--- config.mk ---
export PLATFORM = sky130hd
export DESIGN_NAME = i2c_master_tx
export DESIGN_NICKNAME = d
export VERILOG_FILES = /design/src/rtl/i2cm_pkg.sv /design/src/rtl/i2cm_tick.sv /design/src/rtl/i2cm_shift.sv /design/src/rtl/i2cm_sync.sv /design/src/rtl/i2c_master_tx.sv
export SDC_FILE = /design/constraint.sdc
export NUM_CORES = 1
export LEC_CHECK = 0
export BUFFER_PORTS_ARGS = -buffer_cell sky130_fd_sc_hd__buf_2
export CAP_MARGIN = 20
export CORE_ASPECT_RATIO = 2
export CORE_MARGIN = 1.5
export CORE_UTILIZATION = 50
export CTS_BUF_LIST = sky130_fd_sc_hd__clkbuf_8
export CTS_CLUSTER_SIZE = 30
export DETAILED_ROUTE_END_ITERATION = 7
export PLACE_DENSITY = 0.7
export REMOVE_ABC_BUFFERS = 1
export SYNTH_ARGS = -nofsm -noshare
export SYNTH_HDL_FRONTEND = slang
export SYNTH_SLANG_ARGS = --single-unit
--- constraint.sdc ---
create_clock -name clk -period 2.6 [get_ports clk]
set_clock_uncertainty 0.05 [all_clocks]
set_input_delay 0.13 -clock clk [delete_from_list [all_inputs] [get_ports clk]]
set_output_delay 0.13 -clock clk [all_outputs]
set_load 0.005 [all_outputs]
--- src/rtl/i2cm_pkg.sv ---
package i2cm_pkg;
   typedef enum logic [3:0] {
      S_IDLE,
      S_STA,
      S_STB,
      S_BITL,
      S_BITH,
      S_ACKL,
      S_ACKH,
      S_HOLD,
      S_SPA,
      S_SPB,
      S_SPC
   } i2cm_state_e;
endpackage

--- src/rtl/i2cm_tick.sv ---
module i2cm_tick #(
   parameter int HALF = 125
) (
   input  logic clk,
   input  logic rst_n,
   input  logic clr,
   output logic done
);
   localparam int CW = (HALF > 1) ? $clog2(HALF) : 1;

   logic [CW-1:0] cnt;

   assign done = (cnt == CW'(HALF - 1));

   always_ff @(posedge clk or negedge rst_n) begin
      if (!rst_n) begin
         cnt <= '0;
      end else if (clr || done) begin
         cnt <= '0;
      end else begin
         cnt <= cnt + CW'(1);
      end
   end
endmodule

--- src/rtl/i2cm_shift.sv ---
module i2cm_shift #(
   parameter int DW = 8
) (
   input  logic          clk,
   input  logic          rst_n,
   input  logic          load,
   input  logic          adv,
   input  logic [DW-1:0] din,
   output logic          msb,
   output logic          first,
   output logic          last
);
   localparam int BW = (DW > 1) ? $clog2(DW) : 1;

   logic [DW-1:0] sr;
   logic [BW-1:0] bit_idx;

   assign msb   = sr[DW-1];
   assign first = (bit_idx == '0);
   assign last  = (bit_idx == BW'(DW - 1));

   always_ff @(posedge clk or negedge rst_n) begin
      if (!rst_n) begin
         sr      <= '0;
         bit_idx <= '0;
      end else if (load) begin
         sr      <= din;
         bit_idx <= '0;
      end else if (adv) begin
         sr      <= {sr[DW-2:0], 1'b0};
         bit_idx <= bit_idx + BW'(1);
      end
   end
endmodule

--- src/rtl/i2cm_sync.sv ---
module i2cm_sync #(
   parameter int STAGES = 2
) (
   input  logic clk,
   input  logic rst_n,
   input  logic d,
   output logic q
);
   generate
      if (STAGES == 0) begin : g_bypass
         assign q = d;
      end else begin : g_chain
         logic [STAGES-1:0] r;
         always_ff @(posedge clk or negedge rst_n) begin
            if (!rst_n) begin
               r <= '1;
            end else begin
               r[0] <= d;
               for (int i = 1; i < STAGES; i++) begin
                  r[i] <= r[i-1];
               end
            end
         end
         assign q = r[STAGES-1];
      end
   endgenerate
endmodule

--- src/rtl/i2c_master_tx.sv ---
module i2c_master_tx #(
   parameter int HALF        = 125,
   parameter int DW          = 8,
   parameter int SYNC_STAGES = 2
) (
   input  logic          clk,
   input  logic          rst_n,
   input  logic          dat_wr,
   input  logic [DW-1:0] dat_in,
   input  logic          go_start,
   input  logic          go_stop,
   input  logic          txi_en,
   output logic          scl_oe,
   output logic          sda_oe,
   input  logic          sda_in,
   output logic          busy,
   output logic          flag_tdre,
   output logic          flag_ackv,
   output logic          flag_ack,
   output logic          flag_nack,
   output logic          irq_tx,
   output logic          irq_nack
);
   import i2cm_pkg::*;

   generate
      if (HALF < 2) begin : g_bad_half
         $error("HALF must be at least 2");
      end
      if (DW < 2) begin : g_bad_dw
         $error("DW must be at least 2");
      end
      if (SYNC_STAGES < 0) begin : g_bad_sync
         $error("SYNC_STAGES must not be negative");
      end
   endgenerate

   i2cm_state_e   state;
   logic [DW-1:0] hold_q;
   logic          full;
   logic          reveal;
   logic          start_req;
   logic          stop_req;
   logic          ackv_q;
   logic          ack_q;
   logic          nack_q;

   logic done, tick_clr, sda_s;
   logic sh_msb, sh_first, sh_last;
   logic stop_eff, load, adv;

   assign tick_clr = (state == S_IDLE) || (state == S_HOLD);
   assign stop_eff = stop_req || go_stop;

   assign load = ((state == S_STB) && done)
              || ((state == S_ACKH) && done && !sda_s && !stop_eff && full)
              || ((state == S_HOLD) && !nack_q && !stop_eff && full);
   assign adv  = (state == S_BITH) && done && !sh_last;

   i2cm_tick #(.HALF(HALF)) u_tick (
      .clk   (clk),
      .rst_n (rst_n),
      .clr   (tick_clr),
      .done  (done)
   );

   i2cm_shift #(.DW(DW)) u_shift (
      .clk   (clk),
      .rst_n (rst_n),
      .load  (load),
      .adv   (adv),
      .din   (hold_q),
      .msb   (sh_msb),
      .first (sh_first),
      .last  (sh_last)
   );

   i2cm_sync #(.STAGES(SYNC_STAGES)) u_sync (
      .clk   (clk),
      .rst_n (rst_n),
      .d     (sda_in),
      .q     (sda_s)
   );

   always_ff @(posedge clk or negedge rst_n) begin
      if (!rst_n) begin
         state     <= S_IDLE;
         hold_q    <= '0;
         full      <= 1'b0;
         reveal    <= 1'b1;
         start_req <= 1'b0;
         stop_req  <= 1'b0;
         ackv_q    <= 1'b0;
         ack_q     <= 1'b0;
         nack_q    <= 1'b0;
      end else begin
         if (go_start) start_req <= 1'b1;
         if (go_stop && state != S_IDLE) stop_req <= 1'b1;
         if (load) begin
            full   <= 1'b0;
            reveal <= 1'b0;
         end
         case (state)
            S_IDLE: if ((start_req || go_start) && full) state <= S_STA;
            S_STA:  if (done) state <= S_STB;
            S_STB:  if (done) state <= S_BITL;
            S_BITL: if (done) state <= S_BITH;
            S_BITH: if (done) begin
               if (sh_first) begin
                  reveal <= 1'b1;
                  ackv_q <= 1'b0;
               end
               state <= sh_last ? S_ACKL : S_BITL;
            end
            S_ACKL: if (done) state <= S_ACKH;
            S_ACKH: if (done) begin
               ackv_q <= 1'b1;
               ack_q  <= !sda_s;
               nack_q <= sda_s;
               if (sda_s) begin
                  state <= S_HOLD;
               end else if (stop_eff) begin
                  full  <= 1'b0;
                  state <= S_SPA;
               end else if (full) begin
                  state <= S_BITL;
               end else begin
                  state <= S_HOLD;
               end
            end
            S_HOLD: begin
               if (stop_eff) begin
                  full  <= 1'b0;
                  state <= S_SPA;
               end else if (!nack_q && full) begin
                  state <= S_BITL;
               end
            end
            S_SPA: if (done) state <= S_SPB;
            S_SPB: if (done) state <= S_SPC;
            S_SPC: if (done) begin
               state     <= S_IDLE;
               start_req <= 1'b0;
               stop_req  <= 1'b0;
               nack_q    <= 1'b0;
            end
            default: state <= S_IDLE;
         endcase
         if (dat_wr) begin
            hold_q <= dat_in;
            full   <= 1'b1;
         end
      end
   end

   always_comb begin
      scl_oe = (state == S_STB) || (state == S_BITL) || (state == S_ACKL)
            || (state == S_HOLD) || (state == S_SPA);
      case (state)
         S_STA, S_STB, S_SPA, S_SPB: sda_oe = 1'b1;
         S_BITL, S_BITH:             sda_oe = !sh_msb;
         default:                    sda_oe = 1'b0;
      endcase
   end

   assign busy      = (state != S_IDLE);
   assign flag_tdre = reveal && !full;
   assign flag_ackv = ackv_q;
   assign flag_ack  = ack_q;
   assign flag_nack = nack_q;
   assign irq_tx    = txi_en && flag_tdre;
   assign irq_nack  = nack_q;
endmodule

==> Word-level counts from Yosys, hierarchy flattened <==
Cells that the tools add are included.
{ "word_totals": {"in_bits": 15, "ff_bits": 39, "word_cells": 128, "output_inout_bits": 9} }
{ "op_classes": {"n_eq_ne": 24, "reduce_logical": 43, "n_addsub": 2, "mux": 46} }
{ "op_table": {"columns": ["cell", "n"], "rows": [
  ["$mux 4", 14],
  ["$pmux 4 s11", 1],
  ["$mux 1", 20],
  ["$ne 2x2->1 const B", 10],
  ["$eq 4x3->1 const B", 4],
  ["$mux 8", 2],
  ["$logic_and 1x1->1", 15],
  ["$eq 4x4->1 const B", 3],
  ["$mux 3", 4],
  ["$reduce_and 11->1", 1],
  ["$logic_or 1x1->1", 10],
  ["$eq 4x2->1 const B", 2],
  ["$pmux 1 s2", 4],
  ["$add 7x1->7 const B", 1],
  ["$eq 7x7->1 const B", 1],
  ["$mux 7", 1],
  ["$logic_not 1->1", 6],
  ["$reduce_bool 2->1", 3],
  ["$eq 4x1->1 const B", 1],
  ["$logic_not 4->1", 1],
  ["$reduce_and 4->1", 1],
  ["$reduce_bool 4->1", 1],
  ["$reduce_or 4->1", 1],
  ["$add 3x1->3 const B", 1],
  ["other kinds (7)", 7]
]} }

==> Depth between registers and ports, before layout <==
{ "logic_depth": {"ltp_word": 13, "depth_mapped": 8, "mapped_depth_nobuf": 7} }

==> Cells and area by module <==
From an unflattened synthesis, not the netlist that was laid out.
{ "hier_totals": {"cells_unflattened": 201, "hier_area_um2": 2045.7} }
{ "by_module_without_submodules": {"columns": ["module", "seq_area_each_um2", "instances", "area_per_inst_um2", "cells_per_inst"], "rows": [
  ["i2c_master_tx", 476.7, 1, 1101.1, 118],
  ["i2cm_shift", 275.3, 1, 534.3, 49],
  ["i2cm_tick", 175.2, 1, 357.8, 32],
  ["i2cm_sync", 52.6, 1, 52.6, 2]
]} }

==> Worst setup path before layout <==
No wires, ideal clock.
{ "synth_path": {"path_type": "register -> register", "from": "reg u_tick.cnt[0]", "to": "reg full", "stages_incl_launch_ff": 9, "synth_period_minus_slack_ns": 1.839, "setup_slack_ns": 0.761, "n_path_buf": 1, "required_time_ns": 2.430, "arrival_ns": 1.669, "setup_time_ns": 0.120, "path_cell_list": "dfrtp_1 inv_1 ha_1 nand3_1 or2_4 o31ai_4 buf_6 inv_1 a31o_2"} }
{ "synth_via": {"elab_chain_cells": 13, "elab_cells_between_ends": 14, "classes_between": "1 x eq/ne; 6 x mux; 7 x reduce/logical"} }
{ "synth_lines": {"columns": ["element", "line_no", "rtl"], "rows": [
  ["start, declared", "i2cm_tick.sv:11", "logic [CW-1:0] cnt;"],
  ["start signal, assigned", "i2cm_tick.sv:21", "cnt <= cnt + CW'(1);"],
  ["$eq 7x7->1 *", "i2cm_tick.sv:13", "assign done = (cnt == CW'(HALF - 1));"],
  ["$logic_and 1x1->1 (4 in a row)", "i2c_master_tx.sv:56", "|| ((state == S_ACKH) && done && !sda_s && !stop_eff && full)"],
  ["$logic_or 1x1->1", "i2c_master_tx.sv:56", null],
  ["$logic_or 1x1->1", "i2c_master_tx.sv:57", "|| ((state == S_HOLD) && !nack_q && !stop_eff && full);"],
  ["$mux 1", "i2c_master_tx.sv:99", "if (load) begin"],
  ["$mux 1", "i2c_master_tx.sv:122, i2c_master_tx.sv:132", null],
  ["$mux 1", "i2c_master_tx.sv:120", "if (sda_s) begin"],
  ["$mux 1", "i2c_master_tx.sv:116", "S_ACKH: if (done) begin"],
  ["$pmux 1 s2 *", "i2c_master_tx.sv:103", "case (state)"],
  ["$mux 1 *", "i2c_master_tx.sv:149", "if (dat_wr) begin"],
  ["end signal, assigned", "i2c_master_tx.sv:100", "full <= 1'b0;"],
  ["end signal, assigned", "i2c_master_tx.sv:123", "full <= 1'b0;"],
  ["end signal, assigned", "i2c_master_tx.sv:151", "full <= 1'b1;"],
  ["end, declared", "i2c_master_tx.sv:40", "logic full;"]
]} }
Mark *: on every way between the ends. The rest lies on a longest branch, timed or not.
A chain may end at the register's enable or synchronous reset.

==> Worst setup path in the final report <==
{ "layout_path": {"from": "reg state[2]", "to": "reg u_shift.sr[5]"} }
{ "layout_via": {"elab_chain_cells": 8, "elab_cells_between_ends": 18, "classes_between": "4 x eq/ne; 1 x mux; 13 x reduce/logical"} }
{ "layout_lines": {"columns": ["element", "line_no", "rtl"], "rows": [
  ["start, declared", "i2c_master_tx.sv:38", "i2cm_state_e state;"],
  ["start signal, assigned", "i2c_master_tx.sv:113", "state <= sh_last ? S_ACKL : S_BITL;"],
  ["$eq 4x3->1", "i2c_master_tx.sv:56", null],
  ["$logic_and 1x1->1 (4 in a row)", "i2c_master_tx.sv:56", null],
  ["$logic_or 1x1->1", "i2c_master_tx.sv:56", null],
  ["$logic_or 1x1->1", "i2c_master_tx.sv:57", null],
  ["$mux 8 or $reduce_bool 2->1 (tied branches)", null, null],
  ["end signal, assigned", "i2cm_shift.sv:27", "sr <= din;"],
  ["end signal, assigned", "i2cm_shift.sv:30", "sr <= {sr[DW-2:0], 1'b0};"],
  ["end, declared", "i2cm_shift.sv:15", "logic [DW-1:0] sr;"]
]} }
Several ways; a longest one is shown, not always the timed one.

==> metrics.csv <==
metric;value;unit
largest net degree at the start of global routing;40;
placed cell count;258;
routed wire length;4076;um
Top-Level Pins;24;
CP Max Fanout;13;
chip height;92.65;um
crit path time final;2.228;ns
DRT met1 WL;1558;um
CP required;2.72;ns
Placed Area;2131;um^2
Final Non-Filler Cells;268;
worst ir drop on vdd;0.0004599;V
fin nets;236;
initial antenna violation count;0;
Std-Cell Rows;32;
Mapped Area;2009;um^2
hold_buf cts;2;
Critical Path AT;2.35;ns
Die Area;4431;um^2
DR vias;1529;
Routed Antenna Nets;0;
CTS Root Cell;clkbuf_8;
Pre-antenna DRT Iters;4;
Vias/cell;5.705;
ys async rst share;100.0;%
Setup-failing EPs final;0;
core area;3844;um^2
leakage;1.080;nW
top cells by area, synth;dfrtp_1 (45%), mux2_2 (5.6%), nor2_1 (4.5%);
fraction of layout cells with a size suffix above 1;24.42;%
sequential element share of the synthesized area;48.75;%
outcome;complete, no violations;
CTS sink cnt;39;
n_diodes;0;
Min Hold Slack;0.02743;ns
detailed placer's ending HPWL;2978;um
# Post-CTS Setup Buffers;0;
Critical Path End Type;flop;
top_reg_cell synth;dfrtp_1;
setup TNS;0;ns
drt initial violations;35;
Reg clk slew, reported paths;0.08;ns
input/output buffers;23;
Initial Utilization;52.28;%
CTS tree;built;
GRT Total Usage;21.05;%
RSZ-0062 raised after global routing;no;
Max Cap Viol;0;
Max Fclk;448.7;MHz
Yosys cell types;52;
most common cell after layout, fill and taps aside;dfrtp_1;
clock latency at the later pin of the worst-skew pair;0.29;ns
clock buffer depth;2;
H-Tree Depth;2;
WL met2;2272;um
most frequent cells in the layout;dfrtp_1 (36), nor2_1 (24), buf_2 (23);
WL met3;119;um
CTS Buf Count;5;
Worst Setup Path Type;flop to flop;
DR WL/cell;15.21;um
final worst path period share;85.71;%
final setup margin;0.3715;ns
Area Overhead vs Synth;12.89;%
Max Used Layer;met4;
final instance area;2268;um^2
Worst Hold Class;input port to flop;
first-pass GRT wire length;6679;um
PostCTS Resize Cnt;0;
Pwr Density;524.6;nW/um^2
vias in the first global route;1511;
DRC;0;
Die X;47.83;um
pins over their slew limit;0;
Post-synth EDFFs;0;
Seq cells post-synth;39;
global placement routability congestion;0.9483;
Hold Violations, Final;0;
share of the synthesized area in the top cell type;44.83;%
worst slack at placement;0.4121;ns
GR Overflow Total;0;
CP Launch Type;flop;
area leader, netlist;dfrtp_1;
Slew headroom;44.87;%
worst-margin pin slew;0.8269;ns
mean post-synth cell area;10.41;um^2
Synthesis Warnings;0;
Mapped Cells;193;
-- critical path, cell delays in order, from the launching register on --
cell     delay [ns]
dfrtp_1        0.58
inv_1          0.18
or4_4          0.59
nor2_4         0.32
nor2_1         0.18
a21o_1         0.21
-- cell usage after synthesis (2+ instances only) --
library cell,n
ha_1,5
xor2_1,3
nor2b_1,4
o21ai_0,7
o311ai_0,2
nor3_1,2
buf_4,2
nand3b_1,2
nor2_1,24
xnor2_1,3
o211ai_1,2
nor4_1,2
a22o_1,8
a21oi_1,3
clkbuf_1,3
o22ai_1,2
buf_1,2
dfstp_2,3
a21o_1,7
dfrtp_1,36
mux2_2,10
inv_1,12
nand3_1,5
mux2i_1,3
nand2_1,13
or2_2,2
-- logic make-up after synthesis --
group	Yosys count	synth area share, %
and+or+nand+nor	64	16.25
muxes	13	7.099
DFF	39	48.75
AOI/OAI and AO/OA	44	16.69
adders and majority gates	5	3.113
xor gates and xnor gates	6	2.616
buffers and inverters	22	5.479
-- flip-flops by register name, summed over array words and instances, names as in the netlist --
| name | flops |
|---|---|
| u_tick.cnt | 7 |
| full | 1 |
| flag_ackv | 1 |
| reveal | 1 |
| u_sync.g_chain.r | 2 |
| flag_ack | 1 |
| state | 4 |
| u_shift.bit_idx | 3 |
| hold_q | 8 |
| u_shift.sr | 8 |
| stop_req | 1 |
| start_req | 1 |
| flag_nack | 1 |
-- worst paths after layout --
| check | from | end | slack, ns | cells after the start |
|---|---|---|---|---|
| hold / removal | dat_in[2] | hold_q[2]$_DFFE_PN0P_ | 0.03 | 2 |
| setup / recovery | state[2]$_DFFE_PN0P_ | u_shift.sr[5]$_DFFE_PN0P_ | 0.37 | 5 |
| setup reg to reg | state[2]$_DFFE_PN0P_ | u_shift.sr[5]$_DFFE_PN0P_ | 0.37 | 5 |
| min in group asynchronous | rst_n | flag_nack$_DFFE_PN0P_ | 0.42 | 2 |
| hold reg to reg | u_sync.g_chain.r[0]$_DFF_PN1_ | u_sync.g_chain.r[1]$_DFF_PN1_ | 0.31 | 0 |
| max in group asynchronous | rst_n | u_shift.sr[5]$_DFFE_PN0P_ | 1.55 | 2 |
-- final cells by class --
| class | instances | area [um^2] |
|---|---|---|
| well taps | 51 | 63.81 |
| flip-flops and latches | 39 | 979.7 |
| multi-input cells | 132 | 919.6 |
| fillers | 362 | 1575 |
| inverters | 12 | 45.04 |
| clock inverters | 2 | 35.03 |
| repair buffers | 26 | 142.6 |
| clock buffers | 6 | 82.58 |
-- stage by stage --
step	power, mW	utilization [%]
after global routing	1.245	59.02
final	1.190	59.02
after detailed placement	0.6857	55.44
after CTS	1.205	59.02
after floorplan	0.6563	-
after global placement	0.6837	55.44
-- layer usage --
metal / up-vias / track usage [%]
met5: - / 0
met2: 41 / 35.00
met3: 12 / 5.068
li1: 728 / -
met1: 748 / 23.32
met4: 0 / 10.36
-- power breakdown --
part           switching, mW  leakage (nW)  total, mW  internal [mW]
Combinational         0.0230         0.569     0.0462         0.0232
Sequential           0.00859         0.450      0.630          0.622
Clock                  0.203        0.0612      0.514          0.310
Total                  0.235          1.08       1.19          0.955
No activity file was read; power rests on OpenSTA's default activity.
